File: config.mk
export PLATFORM = sky130hd
export DESIGN_NAME = serial_butterfly
export DESIGN_NICKNAME = d
export VERILOG_FILES = /design/src/rtl/sbf_pkg.sv /design/src/rtl/sbf_capture.sv /design/src/rtl/sbf_cmul.sv /design/src/rtl/sbf_addsub.sv /design/src/rtl/sbf_serializer.sv /design/src/rtl/serial_butterfly.sv
export SDC_FILE = /design/constraint.sdc
export NUM_CORES = 2
export LEC_CHECK = 0
export BUFFER_PORTS_ARGS = -buffer_cell sky130_fd_sc_hd__buf_2
export CAP_MARGIN = 20
export CORE_MARGIN = 10
export CORE_UTILIZATION = 60
export CTS_CLUSTER_DIAMETER = 50
export CTS_CLUSTER_SIZE = 30
export DETAILED_ROUTE_END_ITERATION = 12
export PLACE_DENSITY_LB_ADDON = 0.12
export SLEW_MARGIN = 25
export SYNTH_ARGS = -nofsm -noshare
export SYNTH_HDL_FRONTEND = slang
export SYNTH_HIERARCHICAL = 1
export SYNTH_SLANG_ARGS = --single-unit
File: constraint.sdc
create_clock -name clk -period 22.1 [get_ports clk]
set_input_delay 1.105 -clock clk [delete_from_list [all_inputs] [get_ports clk]]
set_output_delay 1.105 -clock clk [all_outputs]
set_load 0.02 [all_outputs]
File: src/rtl/sbf_pkg.sv
package sbf_pkg;

  typedef enum logic [1:0] {
    SLOT_A = 2'd0,
    SLOT_B = 2'd1,
    SLOT_W = 2'd2
  } slot_e;

  function automatic slot_e next_slot(input slot_e cur);
    unique case (cur)
      SLOT_A:  return SLOT_B;
      SLOT_B:  return SLOT_W;
      default: return SLOT_A;
    endcase
  endfunction

endpackage

File: src/rtl/sbf_capture.sv
module sbf_capture #(
  parameter int CW = 16,
  parameter int TW = 1,
  localparam int DW = 2 * CW
) (
  input  logic          clk,
  input  logic          rst,
  input  logic          in_valid,
  input  logic [DW-1:0] in_data,
  input  logic [TW-1:0] in_tag,
  output logic          grp_valid,
  output logic [DW-1:0] grp_a,
  output logic [DW-1:0] grp_b,
  output logic [DW-1:0] grp_w,
  output logic [TW-1:0] grp_tag_a,
  output logic [TW-1:0] grp_tag_b
);
  import sbf_pkg::*;

  slot_e         slot_q;
  logic [DW-1:0] a_q, b_q;
  logic [TW-1:0] ta_q, tb_q;

  always_ff @(posedge clk) begin
    if (rst) begin
      slot_q    <= SLOT_A;
      grp_valid <= 1'b0;
    end else begin
      grp_valid <= 1'b0;
      if (in_valid) begin
        slot_q <= next_slot(slot_q);
        unique case (slot_q)
          SLOT_A: begin
            a_q  <= in_data;
            ta_q <= in_tag;
          end
          SLOT_B: begin
            b_q  <= in_data;
            tb_q <= in_tag;
          end
          default: begin
            grp_valid <= 1'b1;
            grp_a     <= a_q;
            grp_b     <= b_q;
            grp_w     <= in_data;
            grp_tag_a <= ta_q;
            grp_tag_b <= tb_q;
          end
        endcase
      end
    end
  end

endmodule

File: src/rtl/sbf_cmul.sv
module sbf_cmul #(
  parameter int CW = 16,
  parameter int TW = 1,
  localparam int DW = 2 * CW,
  localparam int FRAC = CW - 1,
  localparam int PW = CW + 1
) (
  input  logic            clk,
  input  logic            rst,
  input  logic            grp_valid,
  input  logic [DW-1:0]   grp_a,
  input  logic [DW-1:0]   grp_b,
  input  logic [DW-1:0]   grp_w,
  input  logic [TW-1:0]   grp_tag_a,
  input  logic [TW-1:0]   grp_tag_b,
  output logic            m_valid,
  output logic [DW-1:0]   m_a,
  output logic [2*PW-1:0] m_bw,
  output logic [TW-1:0]   m_tag_a,
  output logic [TW-1:0]   m_tag_b
);

  logic signed [CW-1:0] br, bi, wr, wi;
  assign br = grp_b[DW-1:CW];
  assign bi = grp_b[CW-1:0];
  assign wr = grp_w[DW-1:CW];
  assign wi = grp_w[CW-1:0];

  logic signed [DW-1:0] p_rr, p_ii, p_ri, p_ir;
  assign p_rr = br * wr;
  assign p_ii = bi * wi;
  assign p_ri = br * wi;
  assign p_ir = bi * wr;

  logic signed [DW:0] acc_re, acc_im, sh_re, sh_im;
  assign acc_re = {p_rr[DW-1], p_rr} - {p_ii[DW-1], p_ii};
  assign acc_im = {p_ri[DW-1], p_ri} + {p_ir[DW-1], p_ir};
  assign sh_re  = acc_re >>> FRAC;
  assign sh_im  = acc_im >>> FRAC;

  logic unused_hi;
  assign unused_hi = ^{sh_re[DW:PW], sh_im[DW:PW]};

  always_ff @(posedge clk) begin
    if (rst) begin
      m_valid <= 1'b0;
    end else begin
      m_valid <= grp_valid;
    end
    if (grp_valid) begin
      m_a     <= grp_a;
      m_bw    <= {sh_re[PW-1:0], sh_im[PW-1:0]};
      m_tag_a <= grp_tag_a;
      m_tag_b <= grp_tag_b;
    end
  end

endmodule

File: src/rtl/sbf_addsub.sv
module sbf_addsub #(
  parameter int CW = 16,
  parameter int TW = 1,
  localparam int DW = 2 * CW,
  localparam int PW = CW + 1,
  localparam int SW = CW + 2,
  localparam int LANES = 2
) (
  input  logic            clk,
  input  logic            rst,
  input  logic            m_valid,
  input  logic [DW-1:0]   m_a,
  input  logic [2*PW-1:0] m_bw,
  input  logic [TW-1:0]   m_tag_a,
  input  logic [TW-1:0]   m_tag_b,
  output logic            s_valid,
  output logic [DW-1:0]   s_y0,
  output logic [DW-1:0]   s_y1,
  output logic [DW-1:0]   s_ha,
  output logic [DW-1:0]   s_hbw,
  output logic [TW-1:0]   s_tag_a,
  output logic [TW-1:0]   s_tag_b
);

  logic [DW-1:0] y0_c, y1_c, ha_c, hbw_c;

  for (genvar k = 0; k < LANES; k++) begin : g_lane
    logic signed [CW-1:0] a_k;
    logic signed [PW-1:0] p_k;
    logic signed [SW-1:0] sum_k, dif_k;
    logic                 unused_k;

    assign a_k   = m_a[k*CW +: CW];
    assign p_k   = m_bw[k*PW +: PW];
    assign sum_k = {{2{a_k[CW-1]}}, a_k} + {p_k[PW-1], p_k};
    assign dif_k = {{2{a_k[CW-1]}}, a_k} - {p_k[PW-1], p_k};

    assign y0_c[k*CW +: CW]  = sum_k[CW:1];
    assign y1_c[k*CW +: CW]  = dif_k[CW:1];
    assign ha_c[k*CW +: CW]  = {a_k[CW-1], a_k[CW-1:1]};
    assign hbw_c[k*CW +: CW] = p_k[CW:1];

    assign unused_k = ^{sum_k[SW-1], sum_k[0], dif_k[SW-1], dif_k[0], a_k[0], p_k[0]};
  end

  always_ff @(posedge clk) begin
    if (rst) begin
      s_valid <= 1'b0;
    end else begin
      s_valid <= m_valid;
    end
    if (m_valid) begin
      s_y0    <= y0_c;
      s_y1    <= y1_c;
      s_ha    <= ha_c;
      s_hbw   <= hbw_c;
      s_tag_a <= m_tag_a;
      s_tag_b <= m_tag_b;
    end
  end

endmodule

File: src/rtl/sbf_serializer.sv
module sbf_serializer #(
  parameter int CW = 16,
  parameter int TW = 1,
  localparam int DW = 2 * CW
) (
  input  logic          clk,
  input  logic          rst,
  input  logic          s_valid,
  input  logic [DW-1:0] s_y0,
  input  logic [DW-1:0] s_y1,
  input  logic [DW-1:0] s_ha,
  input  logic [DW-1:0] s_hbw,
  input  logic [TW-1:0] s_tag_a,
  input  logic [TW-1:0] s_tag_b,
  output logic          out_valid,
  output logic [DW-1:0] out_data,
  output logic [TW-1:0] out_tag,
  output logic          dbg_valid,
  output logic [DW-1:0] dbg_a,
  output logic [DW-1:0] dbg_bw,
  output logic [DW-1:0] dbg_y0,
  output logic [DW-1:0] dbg_y1
);

  logic          pend_q;
  logic [DW-1:0] hold_q;
  logic [TW-1:0] hold_tag_q;

  always_ff @(posedge clk) begin
    if (rst) begin
      out_valid <= 1'b0;
      out_tag   <= '0;
      dbg_valid <= 1'b0;
      pend_q    <= 1'b0;
    end else begin
      out_valid <= 1'b0;
      out_tag   <= '0;
      dbg_valid <= s_valid;
      if (s_valid) begin
        out_valid  <= 1'b1;
        out_data   <= s_y0;
        out_tag    <= s_tag_a;
        hold_q     <= s_y1;
        hold_tag_q <= s_tag_b;
        pend_q     <= 1'b1;
      end else if (pend_q) begin
        out_valid <= 1'b1;
        out_data  <= hold_q;
        out_tag   <= hold_tag_q;
        pend_q    <= 1'b0;
      end
    end
    if (s_valid) begin
      dbg_a  <= s_ha;
      dbg_bw <= s_hbw;
      dbg_y0 <= s_y0;
      dbg_y1 <= s_y1;
    end
  end

endmodule

File: src/rtl/serial_butterfly.sv
module serial_butterfly #(
  parameter int CW = 16,
  parameter int TW = 1,
  localparam int DW = 2 * CW,
  localparam int PW = CW + 1
) (
  input  logic          clk,
  input  logic          rst,
  input  logic          in_valid,
  input  logic [DW-1:0] in_data,
  input  logic [TW-1:0] in_tag,
  output logic          out_valid,
  output logic [DW-1:0] out_data,
  output logic [TW-1:0] out_tag,
  output logic          dbg_valid,
  output logic [DW-1:0] dbg_a,
  output logic [DW-1:0] dbg_bw,
  output logic [DW-1:0] dbg_y0,
  output logic [DW-1:0] dbg_y1
);

  logic            grp_valid;
  logic [DW-1:0]   grp_a, grp_b, grp_w;
  logic [TW-1:0]   grp_tag_a, grp_tag_b;

  logic            m_valid;
  logic [DW-1:0]   m_a;
  logic [2*PW-1:0] m_bw;
  logic [TW-1:0]   m_tag_a, m_tag_b;

  logic            s_valid;
  logic [DW-1:0]   s_y0, s_y1, s_ha, s_hbw;
  logic [TW-1:0]   s_tag_a, s_tag_b;

  sbf_capture #(.CW(CW), .TW(TW)) u_capture (
    .clk(clk), .rst(rst),
    .in_valid(in_valid), .in_data(in_data), .in_tag(in_tag),
    .grp_valid(grp_valid), .grp_a(grp_a), .grp_b(grp_b), .grp_w(grp_w),
    .grp_tag_a(grp_tag_a), .grp_tag_b(grp_tag_b)
  );

  sbf_cmul #(.CW(CW), .TW(TW)) u_cmul (
    .clk(clk), .rst(rst),
    .grp_valid(grp_valid), .grp_a(grp_a), .grp_b(grp_b), .grp_w(grp_w),
    .grp_tag_a(grp_tag_a), .grp_tag_b(grp_tag_b),
    .m_valid(m_valid), .m_a(m_a), .m_bw(m_bw),
    .m_tag_a(m_tag_a), .m_tag_b(m_tag_b)
  );

  sbf_addsub #(.CW(CW), .TW(TW)) u_addsub (
    .clk(clk), .rst(rst),
    .m_valid(m_valid), .m_a(m_a), .m_bw(m_bw),
    .m_tag_a(m_tag_a), .m_tag_b(m_tag_b),
    .s_valid(s_valid), .s_y0(s_y0), .s_y1(s_y1), .s_ha(s_ha), .s_hbw(s_hbw),
    .s_tag_a(s_tag_a), .s_tag_b(s_tag_b)
  );

  sbf_serializer #(.CW(CW), .TW(TW)) u_serializer (
    .clk(clk), .rst(rst),
    .s_valid(s_valid), .s_y0(s_y0), .s_y1(s_y1), .s_ha(s_ha), .s_hbw(s_hbw),
    .s_tag_a(s_tag_a), .s_tag_b(s_tag_b),
    .out_valid(out_valid), .out_data(out_data), .out_tag(out_tag),
    .dbg_valid(dbg_valid), .dbg_a(dbg_a), .dbg_bw(dbg_bw),
    .dbg_y0(dbg_y0), .dbg_y1(dbg_y1)
  );

endmodule

# Word-level counts from Yosys, hierarchy flattened
# Index checks and enable logic that the tools add are counted.
# word_totals
ff_bits	562
input_bits	36
out_inout_bits	163
wordCells	66
# classes
n_addsub	6
n_mul	4
n_eq_ne	1
n_mux	9
bitwise_logic	3
reduce_logical	9
# op_table
operator	count
16-bit by 16-bit multiplier with 32-bit output	4
32-bit 2-to-1 mux	2
16-bit by 17-bit adder with 17-bit output	2
16-bit by 17-bit subtractor with 17-bit output	2
32-bit adder	1
32-bit subtractor	1
3-bit AND reduction	3
1-bit 2-to-1 mux	6
2-bit case mux with 2 select lines	1
2-bit AND reduction	2
2-bit OR reduction	2
1-bit NOT	3
2-bit by 1-bit == test with 1-bit output, second input constant	1
2-bit logical NOT	1
2-bit nonzero test	1

# Logic depth before layout (Yosys ltp)
# depth
ltp_word	4
depth_mapped	27
ltp_nobuf	26

# Modules after synthesis
# Netlist, hierarchy kept.
# modules_own_cells
mod	n_inst	cells_each	area_each_um2	seq_area_each_um2
sbf_cmul	1	4229	41028.1	2062.0
sbf_addsub	1	591	7228.2	3863.7
sbf_serializer	1	240	6394.9	5855.6
sbf_capture	1	175	5061.1	4984.8

# Worst setup path after synthesis
# Ideal clock, no wire load.
# synth_timing
path_kind	register to register
startpoint	register u_capture.grp_b[15]
endpoint	register u_cmul.m_bw[30], data pin
setup_time_ns	0.262
arrival_ns	7.251
required_time_ns	21.838
slack_ns	14.586
path_stages_with_launch	27
n_path_buf	2
period_less_slack_ns	7.514
path_cell_list	edfxtp_1 > clkbuf_1 > clkbuf_1 > nand2_1 > inv_1 > fa_1 > inv_1 > fa_1 > inv_1 > fa_1 > inv_1 > fa_1 > fa_1 > fa_1 > fa_1 > inv_1 > fa_1 > inv_1 > ha_1 > a21o_1 > a21o_1 > a221o_1 > a21oi_2 > o211ai_2 > a31oi_4 > o21bai_1 > xor2_1
# synth_via
elab_chain_len	2
# synth_rtl
element	line	text
from (decl)	sbf_capture.sv:13	output logic [DW-1:0] grp_b,
from (signal assigned)	sbf_capture.sv:44	grp_b <= b_q;
16-bit by 16-bit multiplier with 32-bit output	sbf_cmul.sv:31	assign p_ii = bi * wi;
32-bit subtractor	sbf_cmul.sv:36	assign acc_re = {p_rr[DW-1], p_rr} - {p_ii[DW-1], p_ii};
net u_cmul.acc_re[28]	sbf_cmul.sv:35	logic signed [DW:0] acc_re, acc_im, sh_re, sh_im;
to (signal assigned)	sbf_cmul.sv:52	m_bw <= {sh_re[PW-1:0], sh_im[PW-1:0]};
to (decl)	sbf_cmul.sv:18	output logic [2*PW-1:0] m_bw,
# The timed path passes the listed nets, and every way through them passes these cells.
# A chain may end at the register's enable or synchronous reset.

# Final worst setup path
# layout_timing
startpoint	register u_capture.grp_w[17]
endpoint	register u_cmul.m_bw[30], data pin
# layout_via
elab_chain_len	2
# layout_rtl
element	line	text
from (decl)	sbf_capture.sv:14	output logic [DW-1:0] grp_w,
from (signal assigned)	sbf_capture.sv:45	grp_w <= in_data;
16-bit by 16-bit multiplier with 32-bit output	sbf_cmul.sv:30	assign p_rr = br * wr;
32-bit subtractor	sbf_cmul.sv:36	
net u_cmul.acc_re[28]	sbf_cmul.sv:35	
# The timed path passes the listed nets, and every way through them passes these cells.

==> summary.txt <==
Place
  – Gp weighted congestion: 0.8757
  – Placement Cell Area: 61,980 sq um
  – HPWL Detailed: 102,800 um
  – Port Buf Inserts: 198

Synthesis
  – Post-synth EDFFs: 553
  – Seq cells post-synth: 561
  – Top_reg_cell synth: edfxtp_1
  – Yosys warnings: 6
  – Syn nets: 6,782
  – Register area share after synthesis: 0.2808
  – FFs w/ async S/R, synth: 0
  – Mapped Cells: 5,235
  – Mapped Area: 59,710 sq um
  – Synth unique cells: 89
  – Avg Synthesized Cell Area: 11.41 sq um

Floorplanning
  – Die Area: 112,500 sq um
  – Starting density of the core: 0.6058
  – Die width: 335.5 um
  – # IOs: 199
  – Die Y-Extent: 335.5 um
  – Area of the core: 98,560 sq um
  – # rows: 115

Pwr
  – P_sw: 0.002914 W
  – Sw Share: 0.4524
  – Total power: 0.006441 W
  – Design internal power: 0.003527 W
  – Share of power burned in registers: 0.221
  – Clock Power Share: 0.154
  – Power Density: 100.7 nW/um^2
  – Maximum vdd drop: 0.1937 mV
  – Combinational power share: 0.625
  – LEAKAGE: 29.45 nW

Drt
  – DRC Markers: 0
  – Vias per std cell: 5.371
  – Drt total wl: 135,000 um
  – Remaining antenna violation count: 0
  – Routed via count: 35.80k
  – Drt first pass iters: 5
  – DRT iter0 DRCs: 2,260
  – WL per Instance: 20.25 um

Cells and area
  – Nets: 6,882
  – Commonest cells after routing, fill and taps aside: 1,319 x inv_1, 1,152 x fa_1, 553 x edfxtp_1
  – Commonest non-fill, non-tap cell in the layout: inv_1
  – Share of layout cells above drive strength 1: 0.08293
  – Fillers: 7,718
  – Most flop-heavy register: u_cmul/m_bw
  – Area growth from synthesis to layout: 7.131%
  – Final instance area: 63,970 sq um
  – Max reg flops: 34

Timing
  – Post-layout min period: 8055 ps
  – Clk_skew: 25.76 ps
  – Peak Freq: 124.2 MHz
  – Period utilisation layout: 0.3645
  – Final Hold Vio Count: 0
  – Worst-margin pin slew: 995.8 ps
  – Slew Limit Fails: 0
  – Endpoints failing setup: 0
  – Relative slew slack: 0.3320
  – RSZ-0062 raised after global routing: no
  – Setup TNS: 0 ps

Setup path
  – Worst Path Buf+Inv: 5
  – Crit path kind: reg2reg
  – CP delay by family, top: adder cells
  – CP required: 22,490 ps
  – Critical path cell sequence: buf_4 -> and2_1 -> fa_1 -> fa_1 -> fa_1 -> inv_1 -> fa_1 -> inv_1 -> fa_1 -> fa_1 -> fa_1 -> inv_1 -> fa_1 -> inv_1 -> ha_1 -> and4_1 -> a221o_1 -> a21oi_2 -> o211ai_2 -> a31oi_4 -> o21bai_1 -> xor2_1
  – Slowest-stage cell, CP: fa_1
  – Worst Setup Start Kind: flop
  – Cell mode on critical path: fa_1
  – CP peak stage delay: 640 ps
  – Critical path endpoint category: flop
  – Crit-path max FO: 24
  – CP Data Arrival Time: 8440 ps

Global routing
  – First-pass GRT wire length: 218,700 um
  – Vias in the first global route: 39.15k
  – GRT Overall Usage: 0.2517
  – Overflow after GRT: 0
  – Initial antenna violation count: 1
  – Largest net degree at the start of global routing: 73

Flow run
  – Number of max-cap violations: 0

Clock network
  – Hold buffers post-CTS: 0
  – CTS tree: done
  – H-tree levels: 2
  – Clk root buf: clkbuf_16
  – CTS-repair resized insts: 0
  – Clock sinks: 561
  – Post CTS Setup Buffer Count: 0
  – Clock Tree Buf Depth: 3
  – Reg clk slew, reported paths: 80 ps
  – Clk Latency, worst-skew pair: 650 ps
  – CTS Buf Count: 51

Hold path
  – HP Class: reg2reg

Outcome
  – Status: complete, no violations
## worst register-to-register path: stages, from the launching register on
cell and delay, ps:
edfxtp_1 630, buf_4 390, and2_1 270, fa_1 530
fa_1 640, fa_1 540, inv_1 410, fa_1 490
inv_1 100, fa_1 450, fa_1 500, fa_1 490
inv_1 50, fa_1 470, inv_1 40, ha_1 320
and4_1 190, a221o_1 390, a21oi_2 180, o211ai_2 190
a31oi_4 280, o21bai_1 110, xor2_1 140
## power by group through the flow
stage	logic (W)	clock network [W]	registers, W
floorplan	0.00296	0	0.00143
global placement	0.00388	0	0.00145
detailed placement	0.00397	0	0.00145
CTS	0.00400	0.00102	0.00142
global route	0.00453	0.00105	0.00142
finish	0.00402	0.000995	0.00142
## area by class of cell
type	instances	area [sq um]	area share
multi-input combinational	3128	37100	0.5800
sequential	561	16780	0.2623
inverter	1324	4970	0.07769
tap	1287	1610	0.02517
timing repair buffer	269	1559	0.02437
clock buffer	53	1284	0.02007
clock inverter	43	664.4	0.01039
antenna	1	2.502	0.00003912
## layer usage
metal | GRT usage | part of all wire | wire, um
met3 | 0.03512 | 0.058 | 7778
met4 | 0.07729 | 0.035 | 4755
met2 | 0.4447 | 0.51 | 69390
met5 | 0 | 0 | 0
met1 | 0.3195 | 0.39 | 53040
## cell families (layout without fill, tap and decap cells)
| family | count (synthesis) | count (layout) | share of synthesized area |
|---|---|---|---|
| DFF | 561 | 561 | 0.2808 |
| muxes | 33 | 33 | 0.007774 |
| xor gates and xnor gates | 139 | 139 | 0.02039 |
| buffers and inverters | 1546 | 1689 | 0.09846 |
| and+or+nand+nor | 1223 | 1223 | 0.1024 |
| adders and majority gates | 1511 | 1511 | 0.4614 |
| other | 0 | 1 | 0 |
| AOI/OAI and AO/OA | 222 | 222 | 0.02873 |
## final timing paths
path / startpoint / to / slack (ps) / cells after the start
setup / recovery: u_capture/grp_w[17]$_DFFE_PP_ / u_cmul/m_bw[30]$_DFFE_PP_ / 14050 / 22
hold / removal: u_capture/grp_a[11]$_DFFE_PP_ / u_cmul/m_a[11]$_DFFE_PP_ / 410 / 0
setup reg to reg: u_capture/grp_w[17]$_DFFE_PP_ / u_cmul/m_bw[30]$_DFFE_PP_ / 14050 / 22
hold reg to reg: u_capture/grp_a[11]$_DFFE_PP_ / u_cmul/m_a[11]$_DFFE_PP_ / 410 / 0
## synth_stat cells (all sizes together), types with 4 or more instances
master | number | share of area
a2111oi | 5 | 0.0013
a211oi | 17 | 0.0026
a21boi | 4 | 0.00050
a21o | 26 | 0.0034
a21oi | 62 | 0.0054
a221oi | 5 | 0.0013
a31oi | 13 | 0.0019
and2 | 463 | 0.049
and3 | 4 | 0.00042
buf | 24 | 0.0028
clkbuf | 198 | 0.012
dfxtp | 8 | 0.0027
edfxtp | 553 | 0.28
fa | 1152 | 0.39
ha | 359 | 0.075
inv | 1323 | 0.083
mux2 | 32 | 0.0076
nand2 | 529 | 0.033
nand2b | 38 | 0.0040
nand3 | 15 | 0.0013
nand4 | 10 | 0.0010
nor2 | 93 | 0.0059
nor2b | 30 | 0.0033
nor3 | 14 | 0.0012
nor4 | 8 | 0.00084
o211ai | 6 | 0.0010
o21a | 9 | 0.0011
o21ai | 25 | 0.0022
o21bai | 12 | 0.0016
o311ai | 4 | 0.00059
o31ai | 11 | 0.0021
o41ai | 4 | 0.00071
or2 | 5 | 0.00052
xnor2 | 107 | 0.016
xor2 | 32 | 0.0047
## per-stage QoR
stage                     cells  setup WS, ps  utilization  hold slack [ps]
final                      6666         14050       0.6490            412.4
after detailed placement   6567         13810       0.6288            404.5
after global routing       6665         13720       0.6490            415.9
after CTS                  6663         13780       0.6486            415.5
after global placement     6566         13940       0.6287            400.4
after floorplan            5235         14590            -            400.3
Note: power is estimated with default switching activity, not from simulation.
